===== config.mk =====
export PLATFORM = sky130hd
export DESIGN_NAME = oneshot_pulse_timer
export DESIGN_NICKNAME = d
export VERILOG_FILES = /design/src/rtl/ost_pkg.sv /design/src/rtl/ost_trig_sync.sv /design/src/rtl/ost_core.sv /design/src/rtl/oneshot_pulse_timer.sv
export SDC_FILE = /design/constraint.sdc
export NUM_CORES = 1
export LEC_CHECK = 0
export ABC_AREA = 1
export BUFFER_PORTS_ARGS = -buffer_cell sky130_fd_sc_hd__buf_2
export CORE_MARGIN = 5
export CORE_UTILIZATION = 30
export DETAILED_ROUTE_END_ITERATION = 6
export GPL_ROUTABILITY_DRIVEN = 1
export PLACE_DENSITY = 0.49
export SYNTH_ARGS = -nofsm -noshare
export SYNTH_HDL_FRONTEND = slang
export SYNTH_SLANG_ARGS = --single-unit

===== constraint.sdc =====
create_clock -name clk -period 1.4 [get_ports clk]
set_input_delay 0.07 -clock clk [delete_from_list [all_inputs] [get_ports clk]]
set_output_delay 0.07 -clock clk [all_outputs]
set_load 0.05 [all_outputs]

===== src/rtl/ost_pkg.sv =====
package ost_pkg;
    typedef enum logic [1:0] {
        MODE_TIMER   = 2'd0,
        MODE_EVENT   = 2'd1,
        MODE_ONESHOT = 2'd2
    } op_mode_t;

    typedef enum logic [1:0] {
        ST_IDLE   = 2'd0,
        ST_ACTIVE = 2'd1,
        ST_RELOAD = 2'd2
    } ost_state_t;
endpackage


===== src/rtl/ost_trig_sync.sv =====
module ost_trig_sync #(
    parameter int STAGES = 2
) (
    input  logic clk,
    input  logic rst_n,
    input  logic pin,
    output logic rise
);
    // sh[STAGES-1] is the synchronised level, sh[STAGES] its delayed copy
    logic [STAGES:0] sh;

    always_ff @(posedge clk or negedge rst_n) begin
        if (!rst_n) sh <= '0;
        else        sh <= {sh[STAGES-1:0], pin};
    end

    assign rise = sh[STAGES-1] & ~sh[STAGES];
endmodule


===== src/rtl/ost_core.sv =====
module ost_core
    import ost_pkg::*;
#(
    parameter int CNT_W = 16
) (
    input  logic             clk,
    input  logic             rst_n,
    input  logic             tick,
    input  logic             trig_evt,
    input  logic             stop,
    input  logic [CNT_W-1:0] reload,
    output logic             pulse_out,
    output logic             done
);
    localparam logic [CNT_W-1:0] ONE = CNT_W'(1);

    ost_state_t       state, state_n;
    logic [CNT_W-1:0] cnt, cnt_n;
    logic             pend, pend_n;
    logic             accept, want;

    // state register
    always_ff @(posedge clk or negedge rst_n) begin
        if (!rst_n) begin
            state <= ST_IDLE;
            cnt   <= '0;
            pend  <= 1'b0;
        end else begin
            state <= state_n;
            cnt   <= cnt_n;
            pend  <= pend_n;
        end
    end

    // next state
    always_comb begin
        accept  = trig_evt && (state != ST_RELOAD);
        want    = pend || accept;
        state_n = state;
        cnt_n   = cnt;
        pend_n  = want;
        if (stop) begin
            state_n = ST_IDLE;
            cnt_n   = reload;
            pend_n  = 1'b0;
        end else if (tick) begin
            pend_n = 1'b0;
            unique case (state)
                ST_IDLE: begin
                    if (want && reload != '0) begin
                        state_n = ST_ACTIVE;
                        cnt_n   = reload;
                    end
                end
                ST_ACTIVE: begin
                    if (want) begin
                        state_n = ST_RELOAD;
                        cnt_n   = cnt - ONE;
                    end else if (cnt == ONE) begin
                        state_n = ST_IDLE;
                        cnt_n   = reload;
                    end else begin
                        cnt_n   = cnt - ONE;
                    end
                end
                ST_RELOAD: begin
                    state_n = ST_ACTIVE;
                    cnt_n   = reload;
                end
                default: begin
                    state_n = ST_IDLE;
                    cnt_n   = reload;
                end
            endcase
        end
    end

    // outputs
    always_comb begin
        pulse_out = (state != ST_IDLE);
        done      = tick && !stop &&
                    (((state == ST_IDLE) && want && (reload == '0)) ||
                     ((state == ST_ACTIVE) && !want && (cnt == ONE)));
    end
endmodule


===== src/rtl/oneshot_pulse_timer.sv =====
module oneshot_pulse_timer
    import ost_pkg::*;
#(
    parameter int CNT_W     = 16,
    parameter int SYNC_STGS = 2
) (
    input  logic             clk,
    input  logic             rst_n,
    input  logic             cs_en,
    input  logic             trig_pin,
    input  logic             cfg_we,
    input  logic [1:0]       cfg_mode,
    input  logic             cfg_ext_sel,
    input  logic             reload_we,
    input  logic [CNT_W-1:0] reload_val,
    input  logic             start_we,
    input  logic             start_val,
    input  logic             sw_trig,
    input  logic             irq_clr,
    output logic             pulse_out,
    output logic             irq
);
    op_mode_t         mode_q;
    logic             ext_sel_q, run_q, irq_q, stop_d;
    logic [CNT_W-1:0] reload_q;
    logic             pin_rise, cfg_ok, mode_entry, is_os, stop, trig_evt;
    logic             core_done, irq_set;

    ost_trig_sync #(.STAGES(SYNC_STGS)) u_sync (
        .clk  (clk),
        .rst_n(rst_n),
        .pin  (trig_pin),
        .rise (pin_rise)
    );

    always_comb begin
        is_os      = (mode_q == MODE_ONESHOT);
        cfg_ok     = cfg_we && !run_q;
        mode_entry = cfg_ok && (op_mode_t'(cfg_mode) == MODE_ONESHOT) && !is_os;
        stop       = start_we && !start_val && run_q && is_os;
        trig_evt   = run_q && is_os && (ext_sel_q ? pin_rise : sw_trig);
        irq_set    = core_done || mode_entry || stop_d;
    end

    ost_core #(.CNT_W(CNT_W)) u_core (
        .clk      (clk),
        .rst_n    (rst_n),
        .tick     (cs_en),
        .trig_evt (trig_evt),
        .stop     (stop),
        .reload   (reload_q),
        .pulse_out(pulse_out),
        .done     (core_done)
    );

    always_ff @(posedge clk or negedge rst_n) begin
        if (!rst_n) begin
            mode_q    <= MODE_TIMER;
            ext_sel_q <= 1'b0;
            run_q     <= 1'b0;
            reload_q  <= '0;
            stop_d    <= 1'b0;
            irq_q     <= 1'b0;
        end else begin
            if (cfg_ok) begin
                mode_q    <= op_mode_t'(cfg_mode);
                ext_sel_q <= cfg_ext_sel;
            end
            if (start_we)  run_q    <= start_val;
            if (reload_we) reload_q <= reload_val;
            stop_d <= stop;
            if (irq_set)      irq_q <= 1'b1;
            else if (irq_clr) irq_q <= 1'b0;
        end
    end

    assign irq = irq_q;
endmodule


==> results.tsv, run 1 <==
metric	value	unit
Pwr Density	1764	nW/um2
Final Cell Area	3677	um2
maxcap violations	0	
dominant cell type by area after synthesis	dfrtp_1	
Slew HR	0.7240	
Total Nets Final	477	
initial antenna violation count	0	
HPWL Detailed	4674	um
setup TNS	-2554	ps
Setup WS post-layout	-177.5	ps
RSZ-0062 raised after global routing	true	
Synthesized Nets	375	
fill count	840	
core box area	8175	um2
final hold slack	14.42	ps
antenna viol nets, final	0	
wire per inst	11.87	um
count of cell types in the netlist	28	
maximum buffer depth of the clock tree	2	
# setup viols final	18	
Clock Latency Late Sink	300	ps
CP Max Fanout	7	
Area Growth Syn to Fin	46.36	%
most frequent cells in the layout	nand2_1, buf_4, dfrtp_1	
Final Skew	8.436	ps
clock period minus worst slack	1578	ps
Max IR drop VDD	0.8047	mV
Area contributors post-synth	dfrtp_1, nand2_1, nand3_1	
Area after DPL	3208	um2
grt total ovfl	0	
layout cells sized above 1	0.3535	
post-synthesis instance total	344	
CTS tree	yes	
die area	10310	um2
via count	2402	
initial core utilization	0.3073	
RePlAce Congestion	0.8615	
Hold Crit Class	in2reg	
clk slew on worst S/H paths	80	ps
width of the die	101.5	um
Vias/cell	4.351	
largest net degree at the start of global routing	45	
multi-input logic area	1348	um2
mean area per synthesized cell	7.304	um2
vias in the first global route	2427	
mapped cell area	2512	um2
outcome	finished with violations	
I/O Buffers	30	
leakage	1.871	nW
root buf cell	clkbuf_8	
Finished Core Util	0.4498	
async set or reset register ratio after synthesis	1.000	
number of synthesis warnings	0	
first-pass GRT wire length	11230	um
top-area cell type share of the netlist area	0.4382	
# rows	33	
diode count	0	
Critical Path RT	1590	ps
final period utilization	1.127	
EDFF count, synth	0	
overall routing resource usage	0.1366	
drt total wl	6550	um
die height	101.5	um
DRT Pass-1 Iters	4	
io pins	31	
commonest non-fill, non-tap cell in the layout	nand2_1	
Max Clk Rate	633.9	MHz
Starting DRT DRC Count	83	
flops & latches, synth	44	
data arrival time of the critical path	1770	ps
critical path type	reg2reg	
total power	6.488	mW
Slew @ Worst Pin	414.0	ps
failing checks	setup timing	
storage element area	1104	um2
Most used DFF post-synth	dfrtp_1	
Final Hold Viols	0	
DRC violations left	0	
Slew Limit Fails	0	
CTS buffer count	5	
H-tree depth	2	
post-synthesis sequential area ratio	0.4382	
Clock Sinks	44	
Critical Path Source Type	register	
Setup crit end kind	register	
==> routing by layer <==
layer | part of all wire | global-route usage | up-vias
li1 | - | - | 1273
met1 | 0.48 | 0.1807 | 1085
met2 | 0.48 | 0.2289 | 35
met3 | 0.028 | 0.02135 | 9
met4 | 0.013 | 0.04397 | 0
met5 | 0 | 0 | -
==> report_power, final <==
part           total [mW]  internal (mW)  switching, mW
Sequential           1.84           1.59          0.257
Clock               0.857          0.402          0.455
Combinational        3.79           1.78           2.01
==> synthesized netlist by cell type, types with 4 or more instances <==
| cell type | instances |
|---|---|
| o21ai_0 | 14 |
| nand2_1 | 114 |
| nor2_1 | 40 |
| nand3_1 | 35 |
| xnor2_1 | 5 |
| mux2_2 | 5 |
| nand2_2 | 13 |
| nor2_2 | 4 |
| inv_1 | 39 |
| dfrtp_1 | 44 |
==> worst max-delay path: stages (launching register included) <==
cell       delay, ps
dfrtp_1          380
inv_2             80
nand3_4           80
nor2_4           110
nand2_2           60
nand2_4           90
nand2_4           60
a21oi_4          220
inv_2            110
clkbuf_16        180
nand2_1           60
nand2_1           50
==> registers in the layout, indices dropped and copies added, names as in the netlist <==
name and flops:
reload_q 16, u_core.cnt 16, u_sync.sh 3, mode_q 2
u_core.state 2, ext_sel_q 1, irq 1, run_q 1
stop_d 1, u_core.pend 1
==> logic make-up (layout without fill, tap and decap cells) <==
family                   Yosys count  count (layout)  share of synthesized area
XOR/XNOR                           6               6                    0.02092
adder cells (fa/ha/maj)            2               2                   0.009959
AND/OR/NAND/NOR                  218             218                     0.3825
multiplexers                       5               5                    0.02241
AO/OA/AOI/OAI                     20              20                    0.04383
buffers and inverters             49             152                    0.08217
flip-flops                        44              44                     0.4382
==> repair_timing <==
action                                 CTS  global route
setup endpoints to repair               19            20
hold buffers                            18             0
endpoints found under the hold margin   61             0
pin swaps                                2            12
setup buffers                            2             2
gates resized for setup                 12            37
cloned                                   0             1
==> stage by stage <==
step                      setup WS, ps  instances
final                           -177.5        552
after global routing            -279.6        552
after CTS                       -147.3        549
after detailed placement        -151.5        521
after global placement          -158.6        521
after floorplan                -0.8825        344
==> final timing paths <==
kind | start | to | slack (ps) | cells after the start
worst max-delay path | mode_q[0] | u_core.cnt[5] | -180 | 11
worst min-delay path | reload_val[0] | reload_q[0] | 10 | 2
worst max register to register | mode_q[0] | u_core.cnt[5] | -180 | 11
worst min register to register | u_sync.sh[0] | u_sync.sh[1] | 360 | 0
max in group asynchronous | rst_n | u_core.cnt[2] | 890 | 3
min in group asynchronous | rst_n | u_core.cnt[3] | 290 | 3
==> cell type report <==
cell class,instances,area share
clock inverter,1,0.002042
clock buffer,7,0.02348
multi-input combinational,251,0.3665
inverter,40,0.04151
tap,105,0.03573
timing repair buffer,104,0.2307
sequential,44,0.3001
Power figures use the tool's default switching activity.
==> inputs of run 2 (changes only) <==
--- a/config.mk
+++ b/config.mk
@@ -11,7 +11,7 @@
 export CORE_UTILIZATION = 30
 export DETAILED_ROUTE_END_ITERATION = 6
 export GPL_ROUTABILITY_DRIVEN = 1
-export PLACE_DENSITY = 0.49
+export PLACE_DENSITY = 0.48
 export SYNTH_ARGS = -nofsm -noshare
 export SYNTH_HDL_FRONTEND = slang
 export SYNTH_SLANG_ARGS = --single-unit
==> constraint.sdc (replaced) <==
create_clock -name clk -period 1.8 [get_ports clk]
set_input_delay 0.09 -clock clk [delete_from_list [all_inputs] [get_ports clk]]
set_output_delay 0.09 -clock clk [all_outputs]
set_load 0.05 [all_outputs]
==> run 2 against run 1 <==
  * The run now ends clean
  * Worst hold slack worse by 3.8 ps
  * Global-route usage down 1.3 points
  * Count of clock-buffer cells in the layout down 1
  * Via count down 7.2%
  * Die area unchanged
  * Utilization down 7.4 points
  * Non-clock buffer count down 49
  * Register-to-register slack better by 320 ps
  * Critical path depth unchanged
  * Critical path type unchanged
  * Critical endpoint is now u_core.cnt[14]
  * Largest cell class unchanged
  * Largest power group unchanged
==> results.tsv, run 2 (same netlist as run 1, synthesis figures left out) <==
metric	value	unit
outcome	completed	
core box area	8175	um2
overall routing resource usage	0.1238	
leakage	1.571	nW
Final Skew	2.465	ps
initial antenna violation count	0	
diode count	0	
io pins	31	
Hold Crit Class	in2reg	
worst flop-to-flop path startpoint	u_core.cnt[0]	
CP Max Fanout	4	
final period utilization	0.9185	
RePlAce Congestion	0.8067	
DRC violations left	0	
Final Hold Viols	0	
largest registers	reload_q (16), u_core.cnt (16), u_sync.sh (3)	
grt total ovfl	0	
HP Start	reload_val[5]	
Vias/cell	4.431	
root buf cell	clkbuf_8	
first-pass GRT wire length	10070	um
Slew @ Worst Pin	402.5	ps
most frequent cells in the layout	nand2_1, dfrtp_1, nor2_1	
width of the die	101.5	um
initial core utilization	0.3073	
I/O Buffers	30	
H-tree depth	2	
Pwr Density	1343	nW/um2
HPWL Detailed	4442	um
wire per inst	11.71	um
dpl cells	480	
Critical Path RT	2000	ps
CTS buffer count	5	
RSZ-0062 raised after global routing	false	
die height	101.5	um
via count	2229	
Clock Sinks	44	
Final Cell Area	3072	um2
Total Nets Final	428	
Starting DRT DRC Count	67	
clock period minus worst slack	1653	ps
final non-filler cell total	503	
Max Clk Rate	604.9	MHz
setup TNS	0	ps
data arrival time of the critical path	1850	ps
antenna viol nets, final	0	
Area after DPL	2825	um2
maxcap violations	0	
crit path from	u_core.cnt[0]	
Setup crit end kind	register	
# setup viols final	0	
Max IR drop VDD	0.4611	mV
Finished Core Util	0.3757	
vias in the first global route	2158	
die area	10310	um2
Critical Path Source Type	register	
drt total wl	5888	um
Slew HR	0.7317	
DRT Pass-1 Iters	4	
maximum buffer depth of the clock tree	2	
commonest non-fill, non-tap cell in the layout	nand2_1	
layout cells sized above 1	0.1935	
Clock Latency Late Sink	300	ps
post-CTS setup buffers	0	
clk slew on worst S/H paths	90	ps
# rows	33	
CTS tree	yes	
critical path type	reg2reg	
Area Growth Syn to Fin	22.26	%
largest net degree at the start of global routing	29	
Slew Limit Fails	0	
-- run 2: cell count changes in the layout (fill, tap and decap cells not counted), sizes merged --
cell,delta
clkbuf,-2
buf,-45
clkinv,+1
dlygate4sd3,-3
-- run 2: through the flow --
| step | hold WS [ps] | worst slack [ps] | power [mW] |
|---|---|---|---|
| 3_3_place_gp | 45.09 | 137.3 | 3.483 |
| 4_1_cts | 0.8582 | 92.59 | 4.155 |
| 2_1_floorplan | -205.6 | 355.9 | 2.944 |
| 5_1_grt | 19.25 | 5.604 | 4.520 |
| 3_5_place_dp | 38.30 | 111.2 | 3.470 |
| 6_report | 10.58 | 146.7 | 4.125 |
-- run 2: repair_timing --
item                                   in CTS  in global routing
gates resized for setup                     0                  1
setup endpoints to repair                   0                 17
hold buffers                               12                  3
endpoints found under the hold margin      26                  3
-- run 2: power breakdown --
part | switching (mW) | total (mW) | internal, mW
clock | 0.360 | 0.637 | 0.277
combinational | 1.25 | 2.02 | 0.769
sequential | 0.236 | 1.46 | 1.23
-- run 2: worst paths after layout --
| check | slack, ps | cells past startpoint | endpoint |
|---|---|---|---|
| min in group asynchronous | 270 | 2 | u_core.cnt[10] |
| max reg2reg | 150 | 11 | u_core.cnt[14] |
| max in group asynchronous | 960 | 3 | u_core.cnt[3] |
| min reg2reg | 360 | 0 | u_sync.sh[1] |
| min | 10 | 3 | reload_q[5] |
| max | 150 | 11 | u_core.cnt[14] |
-- run 2: final cells by class --
class                   instances  area, um2
clock buffers                   6      72.57
clock inverters                 2      16.27
fillers                       890       5104
inverters                      40      150.1
multi-input cells             251       1212
flip-flops and latches         44       1101
well taps                     105      131.4
repair buffers                 55      387.9
-- run 2: layer usage --
layer  vias up  wire [um]  GRT usage
met4         0        110    0.04601
met2        32       2762     0.1952
met3         8        163    0.02135
met1      1021       2852     0.1703
met5         -          0          0
li1       1168          -          -
-- run 2: critical path: stages, from the launching register on --
cell and delay, ps:
dfrtp_1 420, inv_1 110, ha_1 230, inv_1 50
nor2_1 290, nand2_1 90, nand2_1 60, nand2_1 50
inv_1 60, nand2_2 50, nand3_1 90, nand2_1 50
==> inputs of run 3 (changes only) <==
--- a/config.mk
+++ b/config.mk
@@ -11,7 +11,7 @@
 export CORE_UTILIZATION = 30
 export DETAILED_ROUTE_END_ITERATION = 6
 export GPL_ROUTABILITY_DRIVEN = 1
-export PLACE_DENSITY = 0.48
+export PLACE_DENSITY = 0.58
 export SYNTH_ARGS = -nofsm -noshare
 export SYNTH_HDL_FRONTEND = slang
 export SYNTH_SLANG_ARGS = --single-unit
==> constraint.sdc (replaced) <==
create_clock -name clk -period 1.8 [get_ports clk]
set_input_delay 0.18 -clock clk [delete_from_list [all_inputs] [get_ports clk]]
set_output_delay 0.18 -clock clk [all_outputs]
set_load 0.05 [all_outputs]
==> run 3 against run 2 <==
  * Count of clock-buffer cells in the layout rose by 1
  * Maximum frequency rose by 2.8%
  * Global-route usage fell by 1.1 points
  * Largest cell class unchanged
  * Combinational power fell by 5%
  * Utilization fell by 1.4 points
  * Sequential share of layout area rose by 1.4 points
  * Non-clock buffer count fell by 17
  * First-iteration DRC count rose by 90%
  * Cell count fell by 3.4%
  * Largest power group unchanged
==> results.tsv, run 3 (same netlist as run 1, synthesis figures left out) <==
metric	value	unit
wire per inst	10.91	um
Vias/cell	4.383	
setup TNS	0	ps
dpl cells	476	
grt total ovfl	0	
CP Max Fanout	17	
leakage	1.523	nW
DRT Pass-1 Iters	4	
CTS buffer count	5	
# rows	33	
Max Clk Rate	621.8	MHz
Total Nets Final	411	
outcome	completed	
Clock Sinks	44	
Area Growth Syn to Fin	17.68	%
Pwr Density	1426	nW/um2
vias in the first global route	1989	
clock period minus worst slack	1608	ps
CTS tree	yes	
root buf cell	clkbuf_8	
final non-filler cell total	486	
Critical Path Source Type	register	
critical path type	reg2reg	
diode count	0	
Final Cell Area	2957	um2
largest net degree at the start of global routing	29	
Slew @ Worst Pin	398.1	ps
Starting DRT DRC Count	127	
Final Skew	7.040	ps
data arrival time of the critical path	1790	ps
maxcap violations	0	
clk slew on worst S/H paths	80	ps
commonest non-fill, non-tap cell in the layout	nand2_1	
antenna viol nets, final	0	
Area after DPL	2808	um2
drt total wl	5302	um
die height	101.5	um
RePlAce Congestion	0.8331	
Clock Latency Late Sink	290	ps
die area	10310	um2
post-CTS setup buffers	0	
first-pass GRT wire length	9418	um
overall routing resource usage	0.1129	
initial antenna violation count	0	
Critical Path RT	1980	ps
Max IR drop VDD	0.5904	mV
Final Hold Viols	0	
core box area	8175	um2
final period utilization	0.8935	
RSZ-0062 raised after global routing	false	
HPWL Detailed	4090	um
maximum buffer depth of the clock tree	2	
most frequent cells in the layout	nand2_1, dfrtp_1, inv_1, nor2_1, nand3_1	
Slew HR	0.7346	
Hold Crit Class	in2reg	
# setup viols final	0	
Setup crit end kind	register	
width of the die	101.5	um
I/O Buffers	30	
largest registers	reload_q (16), u_core.cnt (16), u_sync.sh (3)	
layout cells sized above 1	0.1969	
io pins	31	
H-tree depth	2	
DRC violations left	0	
Slew Limit Fails	0	
via count	2130	
initial core utilization	0.3073	
run 3: layer usage:
metal,share of wire,track usage,vias to the layer above
met5,0,0,-
met4,0.014,0.03988,0
met3,0.040,0.01446,6
met2,0.45,0.1725,44
met1,0.50,0.1635,942
li1,-,-,1138
run 3: where the power goes:
| group | internal [mW] | switching [mW] |
|---|---|---|
| sequential | 1.23 | 0.250 |
| clock | 0.490 | 0.334 |
| combinational | 0.714 | 1.20 |
run 3: worst max-delay path: stages (launching register included):
cell and delay, ps:
dfrtp_1 430, nor2_1 190, nand2_1 110, nor2_2 100, nand3_2 120, nand2_4 110
nand2_4 160, nand2_1 110, nand2_1 50, nand2_1 50, nand2_1 50
run 3: worst paths after layout:
path | start | end | slack (ps) | cells after the start
max | u_core.cnt[5] | u_core.cnt[11] | 190 | 10
min | reload_val[4] | reload_q[4] | 80 | 3
max reg2reg | u_core.cnt[5] | u_core.cnt[11] | 190 | 10
min reg2reg | u_sync.sh[0] | u_sync.sh[1] | 360 | 0
max in group asynchronous | rst_n | reload_q[14] | 950 | 3
min in group asynchronous | rst_n | run_q | 320 | 2
run 3: layout make-up:
cell class / count / area, um2
Tap cell: 105 / 131.4
Clock buffer: 7 / 96.34
Fill cell: 902 / 5219
Timing Repair Buffer: 38 / 240.2
Clock inverter: 1 / 30.03
Multi-Input combinational cell: 251 / 1207
Sequential cell: 44 / 1101
Inverter: 40 / 150.1
run 3: timing repair:
item	4_1_cts	5_1_grt
hold buffers	2	0
gates resized for setup	0	1
hold endpoints to repair	14	0
setup endpoints to repair	0	1
run 3: stage by stage:
stage | total power [mW] | util | hold slack (ps) | setup WS [ps]
floorplan | 2.944 | - | -115.6 | 355.9
global route | 4.627 | 0.3616 | 80.04 | 6.467
detailed placement | 3.397 | 0.3434 | 107.8 | 184.5
CTS | 4.243 | 0.3613 | 74.38 | 151.7
finish | 4.215 | 0.3616 | 82.81 | 191.7
global placement | 3.399 | 0.3434 | 105.7 | 164.2
